[src/rtl/slack_pkg.sv]
package slack_pkg;

  // Default geometry of the profiler
  localparam int unsigned DEF_SIGS     = 8;
  localparam int unsigned DEF_TAPS     = 16;
  localparam int unsigned DEF_WIN_LOG2 = 12;

  // Bits needed to hold a count from 0 to n inclusive
  function automatic int unsigned count_width(input int unsigned n);
    return (n < 1) ? 1 : $clog2(n + 1);
  endfunction

  // Bits needed to index n items
  function automatic int unsigned index_width(input int unsigned n);
    return (n < 2) ? 1 : $clog2(n);
  endfunction

endpackage

[src/rtl/slack_capture.sv]
// Selection stage plus the tap, current-value and previous-value registers.
module slack_capture
  import slack_pkg::*;
#(
  parameter int unsigned N_SIG  = DEF_SIGS,
  parameter int unsigned N_TAPS = DEF_TAPS,
  localparam int unsigned SEL_W = index_width(N_SIG)
) (
  input  logic              clk,
  input  logic              rst_n,
  input  logic [SEL_W-1:0]  sel,
  input  logic [N_SIG-1:0]  mon_in,
  input  logic [N_TAPS-1:0] taps,
  output logic [N_TAPS-1:0] mism,
  output logic              qual,
  output logic              flush
);

  logic [N_TAPS-1:0] tap_q,  tap_d;
  logic              cur_q,  cur_d;
  logic              prev_q, prev_d;
  logic [SEL_W-1:0]  ssel_q, ssel_d;
  logic              warm_q, warm_d;
  logic              pair_q, pair_d;
  logic              pick;

  // Selection logic: the only part that scales with N_SIG
  always_comb begin
    pick = 1'b0;
    for (int i = 0; i < N_SIG; i++) begin
      if (sel == SEL_W'(i)) pick = mon_in[i];
    end
  end

  assign flush = (sel != ssel_q);

  always_comb begin
    tap_d  = taps;
    cur_d  = pick;
    prev_d = cur_q;
    ssel_d = sel;
    warm_d = 1'b1;
    pair_d = warm_q & ~flush;
  end

  always_ff @(posedge clk or negedge rst_n) begin
    if (!rst_n) begin
      tap_q  <= '0;
      cur_q  <= 1'b0;
      prev_q <= 1'b0;
      ssel_q <= '0;
      warm_q <= 1'b0;
      pair_q <= 1'b0;
    end else begin
      tap_q  <= tap_d;
      cur_q  <= cur_d;
      prev_q <= prev_d;
      ssel_q <= ssel_d;
      warm_q <= warm_d;
      pair_q <= pair_d;
    end
  end

  // Per-tap comparison with the correctly captured value
  for (genvar t = 0; t < N_TAPS; t++) begin : g_cmp
    assign mism[t] = tap_q[t] ^ cur_q;
  end

  assign qual = pair_q & (cur_q ^ prev_q);

endmodule

[src/rtl/slack_latency.sv]
// Counts stale taps for one cycle and registers the measurement.
module slack_latency
  import slack_pkg::*;
#(
  parameter int unsigned N_TAPS = DEF_TAPS,
  localparam int unsigned LAT_W = count_width(N_TAPS)
) (
  input  logic              clk,
  input  logic              rst_n,
  input  logic [N_TAPS-1:0] mism,
  input  logic              qual,
  input  logic              flush,
  output logic [LAT_W-1:0]  lat,
  output logic              lat_vld
);

  logic [LAT_W-1:0] ones;
  logic [LAT_W-1:0] lat_q, lat_d;
  logic             vld_q, vld_d;

  always_comb begin
    ones = '0;
    for (int i = 0; i < N_TAPS; i++) begin
      ones = ones + LAT_W'(mism[i]);
    end
  end

  always_comb begin
    vld_d = qual & ~flush;
    lat_d = qual ? ones : lat_q;
  end

  always_ff @(posedge clk or negedge rst_n) begin
    if (!rst_n) begin
      lat_q <= '0;
      vld_q <= 1'b0;
    end else begin
      lat_q <= lat_d;
      vld_q <= vld_d;
    end
  end

  assign lat     = lat_q;
  assign lat_vld = vld_q;

endmodule

[src/rtl/slack_accum.sv]
// Sums a power-of-two window of measurements and reports the mean.
module slack_accum
  import slack_pkg::*;
#(
  parameter int unsigned LAT_W    = 5,
  parameter int unsigned WIN_LOG2 = DEF_WIN_LOG2,
  localparam int unsigned ACC_W   = LAT_W + WIN_LOG2
) (
  input  logic             clk,
  input  logic             rst_n,
  input  logic [LAT_W-1:0] lat,
  input  logic             lat_vld,
  input  logic             flush,
  output logic             sample_valid,
  output logic [LAT_W-1:0] mean_lat
);

  logic [ACC_W-1:0]    acc_q,  acc_d;
  logic [WIN_LOG2-1:0] cnt_q,  cnt_d;
  logic [LAT_W-1:0]    mean_q, mean_d;
  logic                sv_q,   sv_d;
  logic [ACC_W-1:0]    sum;
  logic                last;

  assign sum  = acc_q + ACC_W'(lat);
  assign last = &cnt_q;

  always_comb begin
    acc_d  = acc_q;
    cnt_d  = cnt_q;
    mean_d = mean_q;
    sv_d   = 1'b0;
    if (flush) begin
      acc_d = '0;
      cnt_d = '0;
    end else if (lat_vld) begin
      if (last) begin
        mean_d = sum[ACC_W-1:WIN_LOG2];
        sv_d   = 1'b1;
        acc_d  = '0;
        cnt_d  = '0;
      end else begin
        acc_d = sum;
        cnt_d = cnt_q + 1'b1;
      end
    end
  end

  always_ff @(posedge clk or negedge rst_n) begin
    if (!rst_n) begin
      acc_q  <= '0;
      cnt_q  <= '0;
      mean_q <= '0;
      sv_q   <= 1'b0;
    end else begin
      acc_q <= acc_d;
      cnt_q <= cnt_d;
      sv_q  <= sv_d;
      if (sv_d) mean_q <= mean_d;
    end
  end

  assign sample_valid = sv_q;
  assign mean_lat     = mean_q;

endmodule

[src/rtl/slack_profiler.sv]
module slack_profiler
  import slack_pkg::*;
#(
  parameter int unsigned N_SIG    = DEF_SIGS,
  parameter int unsigned N_TAPS   = DEF_TAPS,
  parameter int unsigned WIN_LOG2 = DEF_WIN_LOG2,
  localparam int unsigned SEL_W   = index_width(N_SIG),
  localparam int unsigned LAT_W   = count_width(N_TAPS)
) (
  input  logic              clk,
  input  logic              rst_n,
  input  logic [SEL_W-1:0]  sel,
  input  logic [N_SIG-1:0]  mon_in,
  input  logic [N_TAPS-1:0] taps,
  output logic              sample_valid,
  output logic [LAT_W-1:0]  mean_lat
);

  logic [N_TAPS-1:0] mism;
  logic              qual;
  logic              sel_flush;
  logic [LAT_W-1:0]  lat;
  logic              lat_vld;

  slack_capture #(.N_SIG(N_SIG), .N_TAPS(N_TAPS)) u_cap (
    .clk   (clk),
    .rst_n (rst_n),
    .sel   (sel),
    .mon_in(mon_in),
    .taps  (taps),
    .mism  (mism),
    .qual  (qual),
    .flush (sel_flush)
  );

  slack_latency #(.N_TAPS(N_TAPS)) u_lat (
    .clk    (clk),
    .rst_n  (rst_n),
    .mism   (mism),
    .qual   (qual),
    .flush  (sel_flush),
    .lat    (lat),
    .lat_vld(lat_vld)
  );

  slack_accum #(.LAT_W(LAT_W), .WIN_LOG2(WIN_LOG2)) u_acc (
    .clk         (clk),
    .rst_n       (rst_n),
    .lat         (lat),
    .lat_vld     (lat_vld),
    .flush       (sel_flush),
    .sample_valid(sample_valid),
    .mean_lat    (mean_lat)
  );

endmodule

[config.mk]
export PLATFORM = sky130hd
export DESIGN_NAME = slack_profiler
export DESIGN_NICKNAME = d
export VERILOG_FILES = /design/src/rtl/slack_pkg.sv /design/src/rtl/slack_capture.sv /design/src/rtl/slack_latency.sv /design/src/rtl/slack_accum.sv /design/src/rtl/slack_profiler.sv
export SDC_FILE = /design/constraint.sdc
export NUM_CORES = 1
export LEC_CHECK = 0
export ABC_AREA = 1
export BUFFER_PORTS_ARGS = -buffer_cell sky130_fd_sc_hd__buf_2
export CAP_MARGIN = 20
export CORE_UTILIZATION = 50
export CTS_CLUSTER_DIAMETER = 120
export CTS_CLUSTER_SIZE = 28
export DETAILED_ROUTE_END_ITERATION = 8
export GPL_TIMING_DRIVEN = 0
export HOLD_SLACK_MARGIN = 0.1
export PLACE_DENSITY = 0.73
export SYNTH_ARGS = -nofsm -noshare
export SYNTH_HDL_FRONTEND = slang
export SYNTH_SLANG_ARGS = --single-unit
[constraint.sdc]
create_clock -name clk -period 6.1 [get_ports clk]
set_input_delay 0.61 -clock clk [delete_from_list [all_inputs] [get_ports clk]]
set_output_delay 0.61 -clock clk [all_outputs]
set_load 0.005 [all_outputs]
==> summary.md, run 1 <==
| Metric | Value |
|---|---|
| Status | `complete, no violations` |
| Layout cells sized above 1 | `22.5%` |
| Sequential element share of the synthesized area | `44.0%` |
| FF-to-FF Start | `u_cap.cur_q$_DFF_PN0_` |
| H-tree depth | `3` |
| Post-DP Area | `3930 sq um` |
| Max-slew headroom | `46.4%` |
| ANT cells | `0` |
| Synth Area in XOR/XNOR | `7.74%` |
| Postcts setup bufs | `0` |
| Routed length per instance | `12.2 um` |
| Mux cell area share after synthesis | `0%` |
| Clk root buf | `clkbuf_8` |
| Fill cells | `613` |
| Final Setup Violations | `0` |
| Io pins | `35` |
| Mean Syn Cell Area | `9.21 sq um` |
| Layout area overhead | `14.3%` |
| DRC viols | `0` |
| Vias in the first global route | `2666` |
| Period utilisation layout | `73.8%` |
| Share of total power in combinational logic | `34.3%` |
| Final setup TNS | `0 ns` |
| Synth cell types | `39` |
| Clock power share | `31.0%` |
| Final setup skew | `0.00834 ns` |
| Top FF cell, synth | `dfrtp_1` |
| Int Power | `0.886 mW` |
| Hold_buf cts | `0` |
| Synth Area in Compound Gates | `8.36%` |
| DRT iter0 DRCs | `115` |
| Fin. max-slew vios | `0` |
| P_sw | `0.450 mW` |
| Adder-Cell Fraction of Synth Area | `9.84%` |
| RSZ-0062 raised after global routing | `false` |
| Num Clock Sinks | `64` |
| Top cell type by total area after synthesis | `dfrtp_1` |
| Sequential cell area | `1600 sq um` |
| Total Power | `1.34 mW` |
| Critical Path Start | `u_cap.cur_q$_DFF_PN0_` |
| CTS tree | `done` |
| Synth warnings | `0` |
| Seq cells post-synth | `64` |
| DR pass1 iterations | `4` |
| CTS max path bufs | `2` |
| Final GP Congestion | `0.835` |
| Syn_nets | `446` |
| Post-DR vias/cell | `4.91` |
| Core ar. | `6910 sq um` |
| Via count | `2659` |
| Worst path required time | `6.36 ns` |
| Period minus WS final | `4.50 ns` |
| Total CTS buffers | `9` |
| ANT nets after route | `0` |
| Multi-input gate area | `1820 sq um` |
| Sw frac | `33.7%` |
| Final hold viol count | `0` |
| First-pass GRT wire length | `11600 um` |
| CP Capture Type | `register` |
| Post-synth top area share | `44.0%` |
| Worst skew pair latency | `0.34 ns` |
| Grt total ovfl | `0` |
| Port-buffer cells | `34` |
| Post-CTS resize count | `0` |
| Post-synth top cells | `nand2_1, dfrtp_1, inv_1` |
| LEAKAGE | `2.01 nW` |
| Post-route design area | `4160 sq um` |
| Chip width | `87.3 um` |
| Worst path arrival time | `4.77 ns` |
| Initial antenna violation count | `0` |
| HPWL Detailed | `4690 um` |
| Clock-pin transition on the worst setup and hold timing paths | `0.08 ns` |
| DIE AREA | `7620 sq um` |
| Fmax | `222 MHz` |
| EDFF count, synth | `0` |
| Worst vdd ir | `246 uV` |
| Critical Path Fanout Max | `10` |
| Final wirelength | `6600 um` |
| Main combinational cell family by area after synthesis | `simple AND/OR/NAND/NOR gates` |
| Post-Synth Simple-Gate Area | `23.9%` |
| Total track usage | `20.0%` |
| WS Path Type | `register to register` |
| Pin count of the biggest net entering global routing | `65` |
| Asr flop ratio synth | `100%` |
| Hold WC Path Type | `primary input to async pin` |
| Die height | `87.3 um` |
| Cell area after synthesis | `3640 sq um` |
| Least-Margin Pin Slew | `0.804 ns` |
| Cells after synthesis | `395` |
| Area contributors post-synth | `dfrtp_1, nand2_1, fa_1` |
| Row count | `30` |
| Nets | `491` |
| Setup crit start kind | `register` |
| Initial Util | `52.7%` |
| MaxCap Viol Count | `0` |
| Pwr per Cell Area | `321 nW/um^2` |
| Seq pwr share | `34.6%` |
| Top-count cell post-synth | `nand2_1` |
## routing by layer
layer / GRT usage (%) / up-vias / share of wire, % / wire, um
met5: 0 / - / 0 / 0
met4: 7.45 / 0 / 1.6 / 103
met3: 5.12 / 10 / 3.7 / 247
met2: 35.3 / 61 / 51 / 3350
met1: 23.4 / 1251 / 44 / 2910
li1: - / 1337 / - / -
## final cells by class
| type | instances | area share (%) |
|---|---|---|
| plain buffers | 6 | 1.23 |
| inverters | 43 | 4.00 |
| multi-input cells | 282 | 43.7 |
| repair buffers | 34 | 4.15 |
| well taps | 96 | 2.89 |
| clock inverters | 7 | 2.53 |
| clock buffers | 9 | 2.98 |
| flip-flops and latches | 64 | 38.5 |
## critical path, cell delays in order (launching register included)
cell     delay, ns
dfrtp_1       0.35
buf_2         0.23
buf_2         0.33
xor2_1        0.22
fa_1          0.47
fa_1          0.53
fa_1          0.56
inv_1         0.06
fa_1          0.51
fa_1          0.48
fa_1          0.41
xor2_1        0.15
o21ai_0       0.14
## path summary, 6_finish.rpt
kind                                          endpoint  slack [ns]  cells past startpoint
min in group clk              u_cap.tap_q[9]$_DFF_PN0_        0.37                      1
max reg2reg                   u_lat.lat[2]$_DFFE_PN0P_        1.60                     12
max                           u_lat.lat[2]$_DFFE_PN0P_        1.60                     12
min                         u_acc.acc_q[1]$_DFFE_PN0P_        0.35                      1
max in group asynchronous  u_acc.cnt_q[11]$_DFFE_PN0P_        5.21                      1
min reg2reg                     u_cap.prev_q$_DFF_PN0_        0.39                      0
## through the flow
stage	cells	util, %	setup WS [ns]	hold WS [ns]
after floorplan	395	-	1.79	0.314
after global placement	525	56.9	1.64	0.358
after detailed placement	525	56.9	1.58	0.366
after CTS	541	60.2	1.57	0.350
after global routing	541	60.2	1.39	0.347
final	541	60.2	1.60	0.353
## power groups by stage
stage	Clock (mW)	Sequential [mW]	Combinational, mW
floorplan	0	0.466	0.359
global placement	0	0.469	0.429
detailed placement	0	0.470	0.461
CTS	0.427	0.463	0.467
global route	0.444	0.465	0.527
finish	0.415	0.463	0.459
## flip-flops by register name, summed over array words and instances, names as in the netlist
register,flops
u_lat.lat_vld,1
u_acc.sample_valid,1
u_cap.tap_q,16
u_cap.warm_q,1
u_cap.prev_q,1
u_acc.acc_q,17
u_cap.cur_q,1
u_cap.ssel_q,3
u_lat.lat,5
u_acc.mean_lat,5
u_acc.cnt_q,12
u_cap.pair_q,1
## kinds of logic (layout without fill, tap and decap cells)
logic type      count (synthesis)  in the layout
simple gates                  185            185
flops                          64             64
buf+inv                        49             99
compound gates                 44             44
xor+xnor                       30             30
fa+ha+maj                      22             22
other cells                     1              1
## layout by cell type, fill, tap and decap left out, types with 4 or more instances in the layout
master / n
nand2_1: 113
xnor2_1: 11
nor2_1: 23
inv_1: 36
nand3_2: 5
inv_2: 5
xor2_1: 18
buf_2: 35
dfrtp_1: 64
fa_1: 11
nor2_4: 4
a21oi_1: 4
clkbuf_8: 9
nand3_1: 21
o21ai_2: 14
o21ai_0: 17
ha_1: 11
No activity file was read; power rests on OpenSTA's default activity.
==> run 2: changes to the inputs <==
clock period = 4.35 ns   (was 6.1 ns; I/O delays follow)
==> run 2 against run 1 <==
  * Maximum frequency increased by 6.6%
  * Clock power increased by 40%
  * Sequential cell count unchanged
  * Die area stayed put
  * Combinational power rose by 45%
  * Sequential power rose by 41%
  * Highest routed layer unchanged
==> summary.md, run 2 (synthesized netlist as in run 1, its figures left out) <==
| Metric | Value |
|---|---|
| Status | `complete, no violations` |
| Final hold viol count | `0` |
| DP Cell Count | `525` |
| Post-route insts no fill | `542` |
| Worst skew pair latency | `0.34 ns` |
| Crit path max-delay family | `adder cells` |
| Worst vdd ir | `292 uV` |
| Crit path buf inv count | `1` |
| Pwr per Cell Area | `454 nW/um^2` |
| WS Path Type | `register to register` |
| Most frequent cells in the layout | `nand2_1, dfrtp_1, inv_1` |
| Post-DR vias/cell | `4.93` |
| Num Clock Sinks | `64` |
| Biggest regs | `u_acc.acc_q x17, u_cap.tap_q x16, u_acc.cnt_q x12` |
| Final wirelength | `6700 um` |
| Max incr delay on CP | `0.56 ns` |
| Max FFs per register | `17` |
| Clk root buf | `clkbuf_8` |
| Post-DP Area | `3930 sq um` |
| Sequential cell area | `1600 sq um` |
| Worst path arrival time | `4.45 ns` |
| Period utilisation layout | `97.2%` |
| DRC viols | `0` |
| Final GP Congestion | `0.835` |
| DRT iter0 DRCs | `111` |
| CTS max path bufs | `2` |
| Port-buffer cells | `34` |
| CP Capture Type | `register` |
| Layout area overhead | `14.9%` |
| RSZ-0062 raised after global routing | `false` |
| Nets | `492` |
| Post-route design area | `4180 sq um` |
| Final setup TNS | `0 ns` |
| Layout cells sized above 1 | `23.3%` |
| DIE AREA | `7620 sq um` |
| Most common cell after layout, fill and taps aside | `nand2_1` |
| Fmax | `237 MHz` |
| Fill cells | `612` |
| Setup crit start kind | `register` |
| Die height | `87.3 um` |
| Total track usage | `20.1%` |
| Total Power | `1.90 mW` |
| Via count | `2671` |
| ANT cells | `0` |
| Routed length per instance | `12.4 um` |
| Multi-input gate area | `1820 sq um` |
| HPWL Detailed | `4690 um` |
| Largest Register | `u_acc.acc_q` |
| Grt total ovfl | `0` |
| Core ar. | `6910 sq um` |
| DR pass1 iterations | `4` |
| Clock-pin transition on the worst setup and hold timing paths | `0.08 ns` |
| Initial antenna violation count | `0` |
| CP most frequent cell | `fa_1` |
| ANT nets after route | `0` |
| Io pins | `35` |
| Least-Margin Pin Slew | `0.804 ns` |
| Worst path required time | `4.57 ns` |
| Initial Util | `52.7%` |
| Final setup skew | `0.00921 ns` |
| Final Setup Violations | `0` |
| CP cell instances | `xor2_1 > ha_1 > fa_1 > fa_1 > fa_1 > inv_1 > fa_1 > fa_2 > fa_2 > o21ai_0` |
| MaxCap Viol Count | `0` |
| Max-slew headroom | `46.4%` |
| Final core utilization | `60.5%` |
| Row count | `30` |
| Cell at the slowest stage of the critical path | `fa_1` |
| First-pass GRT wire length | `11700 um` |
| Total CTS buffers | `9` |
| H-tree depth | `3` |
| Period minus WS final | `4.23 ns` |
| LEAKAGE | `2.01 nW` |
| Critical Path Fanout Max | `5` |
| Vias in the first global route | `2667` |
| Chip width | `87.3 um` |
| Fin. max-slew vios | `0` |
| CTS tree | `done` |
| Hold WC Path Type | `primary input to async pin` |
| Pin count of the biggest net entering global routing | `65` |
-- run 2: worst reg2reg max path, cell delays in order (launching register included) --
cell and delay [ns]:
dfrtp_2 0.45, xor2_1 0.17, ha_1 0.32, fa_1 0.56, fa_1 0.45, fa_1 0.56
inv_1 0.06, fa_1 0.51, fa_2 0.42, fa_2 0.52, o21ai_0 0.09
-- run 2: worst paths after layout --
kind | start | to | slack [ns] | depth (start not counted)
worst max-delay path | u_cap.cur_q$_DFF_PN0_ | u_lat.lat[1]$_DFFE_PN0P_ | 0.12 | 10
worst min-delay path | rst_n | u_acc.acc_q[1]$_DFFE_PN0P_ | 0.18 | 1
worst max register to register | u_cap.cur_q$_DFF_PN0_ | u_lat.lat[1]$_DFFE_PN0P_ | 0.12 | 10
worst min register to register | u_acc.mean_lat[3]$_DFFE_PN0P_ | u_acc.mean_lat[3]$_DFFE_PN0P_ | 0.48 | 2
max in group asynchronous | rst_n | u_cap.cur_q$_DFF_PN0_ | 3.60 | 1
min in group clk | taps[9] | u_cap.tap_q[9]$_DFF_PN0_ | 0.19 | 1
-- run 2: layout make-up --
class                      count  share of cell area (%)
sequential                    64                    38.4
buffer                         5                    1.17
clock buffer                   9                    2.96
timing repair buffer          36                    4.49
inverter                      43                    3.98
multi-input combinational    282                    43.6
clock inverter                 7                    2.52
tap                           96                    2.88
-- run 2: power by group --
| group | internal, mW | switching, mW |
|---|---|---|
| Sequential | 0.626 | 0.0245 |
| Clock | 0.329 | 0.254 |
| Combinational | 0.299 | 0.365 |
-- run 2: layer usage --
metal / vias to the layer above / track usage [%] / share of wire, %
li1: 1339 / - / -
met1: 1260 / 23.5 / 44
met2: 60 / 35.4 / 50
met3: 12 / 5.12 / 3.6
met4: 0 / 7.45 / 1.8
met5: - / 0 / 0
-- run 2: timing repair --
action	in CTS	in global routing
gates resized for setup	3	1
cloned	0	0
buffers inserted	1	1
setup endpoints to repair	3	2
pin swaps	1	0
hold buffers	0	0
-- run 2: through the flow --
stage | setup slack, ns | hold slack, ns
after CTS | 0.0515 | 0.175
after floorplan | 0.0361 | 0.139
after detailed placement | -0.168 | 0.366
after global routing | 0.00695 | 0.172
final | 0.123 | 0.178
after global placement | -0.112 | 0.358
